[config.mk]
export PLATFORM = sky130hd
export DESIGN_NAME = ddr2_mrs_seq
export DESIGN_NICKNAME = d
export VERILOG_FILES = /design/src/rtl/ddr2_mrs_pkg.sv /design/src/rtl/mrs_wr_calc.sv /design/src/rtl/mrs_word_pack.sv /design/src/rtl/mrs_gap_timer.sv /design/src/rtl/ddr2_mrs_seq.sv
export SDC_FILE = /design/constraint.sdc
export NUM_CORES = 1
export LEC_CHECK = 0
export ABC_AREA = 1
export BUFFER_PORTS_ARGS = -buffer_cell sky130_fd_sc_hd__buf_2
export CORE_MARGIN = 2
export CORE_UTILIZATION = 55
export CTS_CLUSTER_SIZE = 25
export DETAILED_ROUTE_END_ITERATION = 8
export GPL_TIMING_DRIVEN = 1
export MAX_ROUTING_LAYER = met4
export PLACE_DENSITY = 0.81
export SLEW_MARGIN = 20
export SYNTH_ARGS = -nofsm -noshare
export SYNTH_HDL_FRONTEND = slang
export SYNTH_SLANG_ARGS = --single-unit
[constraint.sdc]
create_clock -name clk -period 1.2 [get_ports clk]
set_input_delay 0.12 -clock clk [delete_from_list [all_inputs] [get_ports clk]]
set_output_delay 0.12 -clock clk [all_outputs]
set_load 0.02 [all_outputs]
[src/rtl/ddr2_mrs_pkg.sv]
package ddr2_mrs_pkg;

  localparam int ADDR_W = 14;

  localparam logic [2:0] BL_CODE_4 = 3'b010;
  localparam logic [2:0] BL_CODE_8 = 3'b011;
  localparam int CL_MIN = 3;
  localparam int CL_MAX = 6;
  localparam int WR_MIN = 2;
  localparam int WR_MAX_OK = 6;

  typedef enum logic {
    SEL_MR   = 1'b0,
    SEL_EMR1 = 1'b1
  } reg_sel_e;

  typedef struct packed {
    logic [2:0] bl;
    logic       bt;
    logic [2:0] cl;
    logic       dll_rst;
    logic       pd_slow;
  } mr_fields_t;

  typedef struct packed {
    logic       dll_off;
    logic       drv_half;
    logic [1:0] odt;
    logic [2:0] al;
    logic [2:0] drv_cal;
    logic       strobe_cmp_off;
    logic       rdstrobe_on;
  } emr_fields_t;

endpackage

[src/rtl/mrs_wr_calc.sv]
module mrs_wr_calc #(
  parameter int PS_W   = 16,
  parameter int WR_MAX = 7
) (
  input  logic            clk,
  input  logic            rst_n,
  input  logic [PS_W-1:0] twr_ps,
  input  logic [PS_W-1:0] tck_ps,
  output logic [2:0]      wr_code,
  output logic            wr_ok
);
  import ddr2_mrs_pkg::*;

  localparam int CW = $clog2(WR_MAX + 1);
  localparam int PW = PS_W + CW;

  logic [WR_MAX:1] hit;
  logic [CW-1:0]   cyc;

  // hit[n]: n clock periods cover the recovery time
  for (genvar n = 1; n <= WR_MAX; n++) begin : g_cmp
    assign hit[n] = (PW'(n) * PW'(tck_ps)) >= PW'(twr_ps);
  end

  always_comb begin
    cyc = '0;
    for (int n = WR_MAX; n >= 1; n--) begin
      if (hit[n]) cyc = CW'(n);
    end
  end

  assign wr_ok   = (int'(cyc) >= WR_MIN) && (int'(cyc) <= WR_MAX_OK);
  assign wr_code = 3'(cyc - 1'b1);

  // an accepted count is the rounded-up quotient
  assert_wr_round_R7: assert property (@(posedge clk) disable iff (!rst_n)
    wr_ok |-> ((PW'(cyc) * PW'(tck_ps)) >= PW'(twr_ps)) &&
              ((PW'(cyc - 1'b1) * PW'(tck_ps)) < PW'(twr_ps)));

endmodule

[src/rtl/mrs_word_pack.sv]
module mrs_word_pack
  import ddr2_mrs_pkg::*;
(
  input  logic              clk,
  input  logic              rst_n,
  input  mr_fields_t        mr_f,
  input  emr_fields_t       emr_f,
  input  logic [2:0]        wr_code,
  input  logic              wr_ok,
  output logic [ADDR_W-1:0] mr_word,
  output logic [ADDR_W-1:0] emr_word,
  output logic              mr_ok
);

  logic bl_ok;
  logic cl_ok;

  assign bl_ok = (mr_f.bl == BL_CODE_4) || (mr_f.bl == BL_CODE_8);
  assign cl_ok = (int'(mr_f.cl) >= CL_MIN) && (int'(mr_f.cl) <= CL_MAX);
  assign mr_ok = bl_ok && cl_ok && wr_ok;

  always_comb begin
    mr_word        = '0;
    mr_word[2:0]   = mr_f.bl;
    mr_word[3]     = mr_f.bt;
    mr_word[6:4]   = mr_f.cl;
    mr_word[7]     = 1'b0;
    mr_word[8]     = mr_f.dll_rst;
    mr_word[11:9]  = wr_code;
    mr_word[12]    = mr_f.pd_slow;
    mr_word[13]    = 1'b0;
  end

  always_comb begin
    emr_word       = '0;
    emr_word[0]    = emr_f.dll_off;
    emr_word[1]    = emr_f.drv_half;
    emr_word[2]    = emr_f.odt[0];
    emr_word[5:3]  = emr_f.al;
    emr_word[6]    = emr_f.odt[1];
    emr_word[9:7]  = emr_f.drv_cal;
    emr_word[10]   = emr_f.strobe_cmp_off;
    emr_word[11]   = emr_f.rdstrobe_on;
  end

  // an accepted base word always carries a 4 or 8 burst code
  assert_bl_code_R5: assert property (@(posedge clk) disable iff (!rst_n)
    mr_ok |-> (mr_word[2:1] == 2'b01));

  // an accepted base word carries a latency of 3..6
  assert_cl_code_R5: assert property (@(posedge clk) disable iff (!rst_n)
    mr_ok |-> (mr_word[6:4] >= 3'd3 && mr_word[6:4] <= 3'd6));

endmodule

[src/rtl/mrs_gap_timer.sv]
module mrs_gap_timer #(
  parameter int GAP = 4
) (
  input  logic clk,
  input  logic rst_n,
  input  logic fire,
  output logic win_idle,
  output logic expire
);

  localparam int CNT_W = (GAP > 1) ? $clog2(GAP) : 1;
  localparam logic [CNT_W-1:0] LOAD = CNT_W'(GAP - 1);

  logic [CNT_W-1:0] cnt;

  always_ff @(posedge clk or negedge rst_n) begin
    if (!rst_n) begin
      cnt <= '0;
    end else if (fire) begin
      cnt <= LOAD;
    end else if (cnt != '0) begin
      cnt <= cnt - 1'b1;
    end
  end

  assign win_idle = (cnt == '0);

  generate
    if (GAP == 1) begin : g_single
      assign expire = fire;
    end else begin : g_multi
      assign expire = (cnt == CNT_W'(1));
    end
  endgenerate

  // a command is never launched inside an open window
  assert_gap_R4: assert property (@(posedge clk) disable iff (!rst_n)
    fire |-> (cnt == '0));

endmodule

[src/rtl/ddr2_mrs_seq.sv]
module ddr2_mrs_seq
  import ddr2_mrs_pkg::*;
#(
  parameter int MRS_GAP = 4,
  parameter int PS_W    = 16,
  parameter int WR_MAX  = 7
) (
  input  logic            clk,
  input  logic            rst_n,
  input  logic            banks_idle,
  input  logic            cke_on,
  input  logic            req_valid,
  output logic            req_ready,
  input  logic            req_sel,
  input  logic [2:0]      cfg_bl,
  input  logic            cfg_bt,
  input  logic [2:0]      cfg_cl,
  input  logic            cfg_dll_rst,
  input  logic            cfg_pd_slow,
  input  logic [PS_W-1:0] cfg_twr_ps,
  input  logic [PS_W-1:0] cfg_tck_ps,
  input  logic            cfg_dll_off,
  input  logic            cfg_drv_half,
  input  logic [1:0]      cfg_odt,
  input  logic [2:0]      cfg_al,
  input  logic [2:0]      cfg_drv_cal,
  input  logic            cfg_strobe_cmp_off,
  input  logic            cfg_rdstrobe_on,
  output logic            cmd_csel_n,
  output logic            cmd_rowstb_n,
  output logic            cmd_colstb_n,
  output logic            cmd_wen_n,
  output logic [1:0]      cmd_bank,
  output logic [13:0]     cmd_addr,
  output logic            done,
  output logic            err,
  output logic            configured
);

  mr_fields_t        mr_f;
  emr_fields_t       emr_f;
  logic [2:0]        wr_code;
  logic              wr_ok;
  logic [ADDR_W-1:0] mr_word;
  logic [ADDR_W-1:0] emr_word;
  logic              mr_ok;
  logic              win_idle;
  logic              expire;
  logic              accept;
  logic              sel_ok;
  logic              fire;

  logic              csel_q;
  logic              cmd_q;
  logic [1:0]        bank_q;
  logic [ADDR_W-1:0] addr_q;
  logic              err_q;
  logic              done_q;
  logic              mr_seen;
  logic              emr_seen;

  assign mr_f  = '{bl: cfg_bl, bt: cfg_bt, cl: cfg_cl,
                   dll_rst: cfg_dll_rst, pd_slow: cfg_pd_slow};
  assign emr_f = '{dll_off: cfg_dll_off, drv_half: cfg_drv_half,
                   odt: cfg_odt, al: cfg_al, drv_cal: cfg_drv_cal,
                   strobe_cmp_off: cfg_strobe_cmp_off,
                   rdstrobe_on: cfg_rdstrobe_on};

  mrs_wr_calc #(.PS_W(PS_W), .WR_MAX(WR_MAX)) u_wr (
    .clk     (clk),
    .rst_n   (rst_n),
    .twr_ps  (cfg_twr_ps),
    .tck_ps  (cfg_tck_ps),
    .wr_code (wr_code),
    .wr_ok   (wr_ok)
  );

  mrs_word_pack u_pack (
    .clk      (clk),
    .rst_n    (rst_n),
    .mr_f     (mr_f),
    .emr_f    (emr_f),
    .wr_code  (wr_code),
    .wr_ok    (wr_ok),
    .mr_word  (mr_word),
    .emr_word (emr_word),
    .mr_ok    (mr_ok)
  );

  mrs_gap_timer #(.GAP(MRS_GAP)) u_gap (
    .clk      (clk),
    .rst_n    (rst_n),
    .fire     (fire),
    .win_idle (win_idle),
    .expire   (expire)
  );

  // Handshake: held off while preconditions fail or a window is open
  assign req_ready = banks_idle && cke_on && win_idle;
  assign accept    = req_valid && req_ready;
  assign sel_ok    = (reg_sel_e'(req_sel) == SEL_EMR1) || mr_ok;
  assign fire      = accept && sel_ok;

  always_ff @(posedge clk or negedge rst_n) begin
    if (!rst_n) begin
      csel_q   <= 1'b1;
      cmd_q    <= 1'b0;
      bank_q   <= '0;
      addr_q   <= '0;
      err_q    <= 1'b0;
      done_q   <= 1'b0;
      mr_seen  <= 1'b0;
      emr_seen <= 1'b0;
    end else begin
      csel_q <= 1'b0;
      cmd_q  <= fire;
      bank_q <= fire ? {1'b0, req_sel} : 2'b00;
      if (fire) begin
        addr_q <= (reg_sel_e'(req_sel) == SEL_EMR1) ? emr_word : mr_word;
      end else begin
        addr_q <= '0;
      end
      err_q  <= accept && !sel_ok;
      done_q <= expire;
      if (fire && reg_sel_e'(req_sel) == SEL_MR)   mr_seen  <= 1'b1;
      if (fire && reg_sel_e'(req_sel) == SEL_EMR1) emr_seen <= 1'b1;
    end
  end

  assign cmd_csel_n   = csel_q;
  assign cmd_rowstb_n = !cmd_q;
  assign cmd_colstb_n = !cmd_q;
  assign cmd_wen_n    = !cmd_q;
  assign cmd_bank     = bank_q;
  assign cmd_addr     = addr_q;
  assign done         = done_q;
  assign err          = err_q;
  assign configured   = mr_seen && emr_seen && win_idle;

  // row strobe high means a full no-operation code on the bus
  assert_nop_shape_R1: assert property (@(posedge clk) disable iff (!rst_n)
    cmd_rowstb_n |-> (cmd_colstb_n && cmd_wen_n && cmd_bank == 2'b00 &&
                      cmd_addr == '0));

  // good handshake gives a command next cycle with the selected bank
  assert_cmd_after_hs_R2: assert property (@(posedge clk) disable iff (!rst_n)
    (accept && sel_ok) |=> (!cmd_rowstb_n && !cmd_colstb_n && !cmd_wen_n &&
                            cmd_bank == {1'b0, $past(req_sel)}));

  // ready only with all banks precharged and clock enable high
  assert_ready_gate_R3: assert property (@(posedge clk) disable iff (!rst_n)
    req_ready |-> (banks_idle && cke_on));

  // the top address bit is never set in a command
  assert_a13_low_R6: assert property (@(posedge clk) disable iff (!rst_n)
    !cmd_rowstb_n |-> (cmd_addr[13] == 1'b0));

  // an error cycle carries no command
  assert_err_quiet_R8: assert property (@(posedge clk) disable iff (!rst_n)
    err |-> cmd_rowstb_n);

  // configured implies a free bus for the next request
  assert_cfg_free_R10: assert property (@(posedge clk) disable iff (!rst_n)
    (configured && banks_idle && cke_on) |-> req_ready);

endmodule

==> qor.csv <==
metric,value,unit
status,finished with violations,
violations,"design-rule violations, negative setup slack",
hold_viol_final,0,
ant_nets,0,
synth_top_area_share,32.4,%
die_area,12800,µm²
die_w,113,µm
holdWs,0.111,ns
synth_common_cells,"nand2_1, ha_1, inv_1",
ios,83,
grt_util_met2,61.7,%
synthCells,969,
synth_top_family_by_area,adder cells,
fin_ws,-2.97,ns
initial_utilization,56.7,%
dr.pass1.iters,7,
crit_required,1.36,ns
worstHoldStart,cfg_drv_cal[0],
fin_skew,0.00609,ns
drv_cap,0,
yosysSeqAreaShare,8.46,%
cpMostUsedCell,nand2_1,
synth_area_leaders,"ha_1, nand2_1, dfrtp_1",
critPathLaunchType,input pin,
drt_iter0_markers,484,
place_congestion,0.929,
synth_compound_area_share,11.1,%
min_path_cells,3,
power.density,944,nW/µm²
synthSimpleGateAreaFrac,28.8,%
yosys.area.top_type,ha_1,
critPathCaptureType,flip-flop,
rows,39,
clk_latency,0.25,ns
ys_seq_elements,22,
synth_fa_ha_area_share,37.9,%
cp.arrival,4.33,ns
critPathMaxStageDelay,0.52,ns
cts_tree,done,
setup_viol,22,
met3_usage,1.66,%
grt_pass1_vias,7682,
max_freq,240,MHz
vias,7847,
p_leak,5.33,nW
post-route-util,81.5,%
async_reset_ff_share,100,%
top_usage_layer,met2,
synth-edff-count,0,
cts_root_buf,clkbuf_16,
antenna_found_initial,0,
layout.nets,1516,
dp_hpwl,16500,µm
hold-path-endpoint,cmd_addr[7],
worst-r2r-cell-count,9,
via_per_inst,5.56,
dp.cells,1375,
final_cells,1412,
yosysMostFrequentCell,nand2_1,
met1_usage,35.4,%
fill_cells,709,
die_y,113,µm
core-area,11500,µm²
r2r_slack,-0.36,ns
track_usage,32.3,%
io_buffers,80,
dpl_worst_slack,-3.12,ns
globalRouteOverflowTotal,0,
fin_crit,4.17,ns
numCtsBuffers,3,
muxShareOfSynthArea,0,%
antennaDiodeCount,0,
cp_max_fo,6,
slew_violations,0,
cts_max_path_buffers,2,
synth_cell_types,39,
drive_above_1_share,32.3,%
synth_area,6530,µm²
ys_warn_count,0,
finalWirelength,22400,µm
ys.flop_type,dfrtp_1,
htreeDepth,1,
vdd_ir_drop_max,0.000622,V
grt_max_degree,23,
avgSynthCellArea,6.73,µm²
grt_pass1_wl,33300,µm
fin_crit_sh,347,%
r2r-end,cmd_addr[6],
syn_to_final_growth,43.9,%
clk_pin_slew,0.06,ns
r2r-start,u_gap.cnt[1],
wl_per_cell,15.9,µm
rsz0062_at_grt,yes,
drc_errors,13,
hp-class,in -> reg,
synth-xor-area-share,4.97,%
crit_start,cfg_tck_ps[2],
worst_path_max_delay_cell,fa_1,
power,8.86,mW
clock_sinks,22,
path_class,in -> reg,
==> layer usage <==
layer,part of all wire [%],wire length [µm]
met1,39,8650
met2,51,11400
met3,5.0,1110
met4,5.6,1240
met5,0,0
==> worst max-delay path by stage <==
stage              endpoint  cells past startpoint  slack, ns
3_5_place_dp    cmd_addr[9]                     31      -3.12
2_1_floorplan  cmd_addr[10]                     28      -2.60
6_report       cmd_addr[12]                     31      -2.97
4_1_cts         cmd_addr[9]                     32      -2.74
3_3_place_gp   cmd_addr[10]                     31      -2.96
5_1_grt        cmd_addr[11]                     30      -3.19
==> where the power goes <==
| group | switching (mW) | internal (mW) |
|---|---|---|
| clock | 0.258 | 0.662 |
| combinational | 3.75 | 3.35 |
| sequential | 0.0337 | 0.810 |
| total | 4.04 | 4.82 |
==> logic make-up (layout without fill, tap and decap cells) <==
kind of cell	count (synthesis)	after routing
XOR/XNOR	37	37
AO/OA/AOI/OAI	126	126
flip-flops	22	22
AND/OR/NAND/NOR	453	454
adder cells (fa/ha/maj)	187	187
other	1	3
buffers and inverters	143	440
==> critical path: cells and delay by family <==
kind,cells,cell delay [ns]
xor+xnor,1,0.27
compound gates,4,0.54
simple gates,19,1.72
buf+inv,3,0.39
fa+ha+maj,4,1.30
==> through the flow <==
| step | TNS, ns | cell area, µm² |
|---|---|---|
| floorplan | -43.33 | 6560 |
| global placement | -49.68 | 8500 |
| detailed placement | -52.36 | 8500 |
| CTS | -46.34 | 8970 |
| global route | -53.95 | 9390 |
| finish | -50.12 | 9390 |
==> sequential cells by signal, summed over array words and instances, names as in the netlist <==
name / cells
emr_seen: 1
err: 1
cmd_bank: 1
cmd_addr: 13
done: 1
cmd_csel_n: 1
cmd_q: 1
u_gap.cnt: 2
mr_seen: 1
==> layout by cell type (no fill, tap or decap), drive strengths merged, types with 9 or more instances in the layout <==
master / count
a21oi: 81
a31oi: 14
buf: 298
dfrtp: 21
fa: 18
ha: 169
inv: 136
nand2: 304
nand3: 45
nand4: 10
nor2: 80
nor3: 9
o21ai: 14
xnor2: 16
xor2: 21
==> what timing repair did <==
item,4_1_cts,5_1_grt
hold endpoints to repair,21,0
buffers inserted,15,16
pin swaps,20,60
hold buffers,1,0
setup endpoints to repair,22,22
cloned,1,1
resized for setup,62,59
==> cell type report <==
cell class                 count  area, µm²  share of cell area [%]
clock buffer                   3       75.1                   0.800
clock inverter                 1       30.0                   0.320
inverter                     136        513                    5.46
multi-input combinational    807       5850                    62.3
sequential                    22        552                    5.88
tap                          143        179                    1.91
timing repair buffer         300       2190                    23.4
Note: power is estimated with default switching activity, not from simulation.
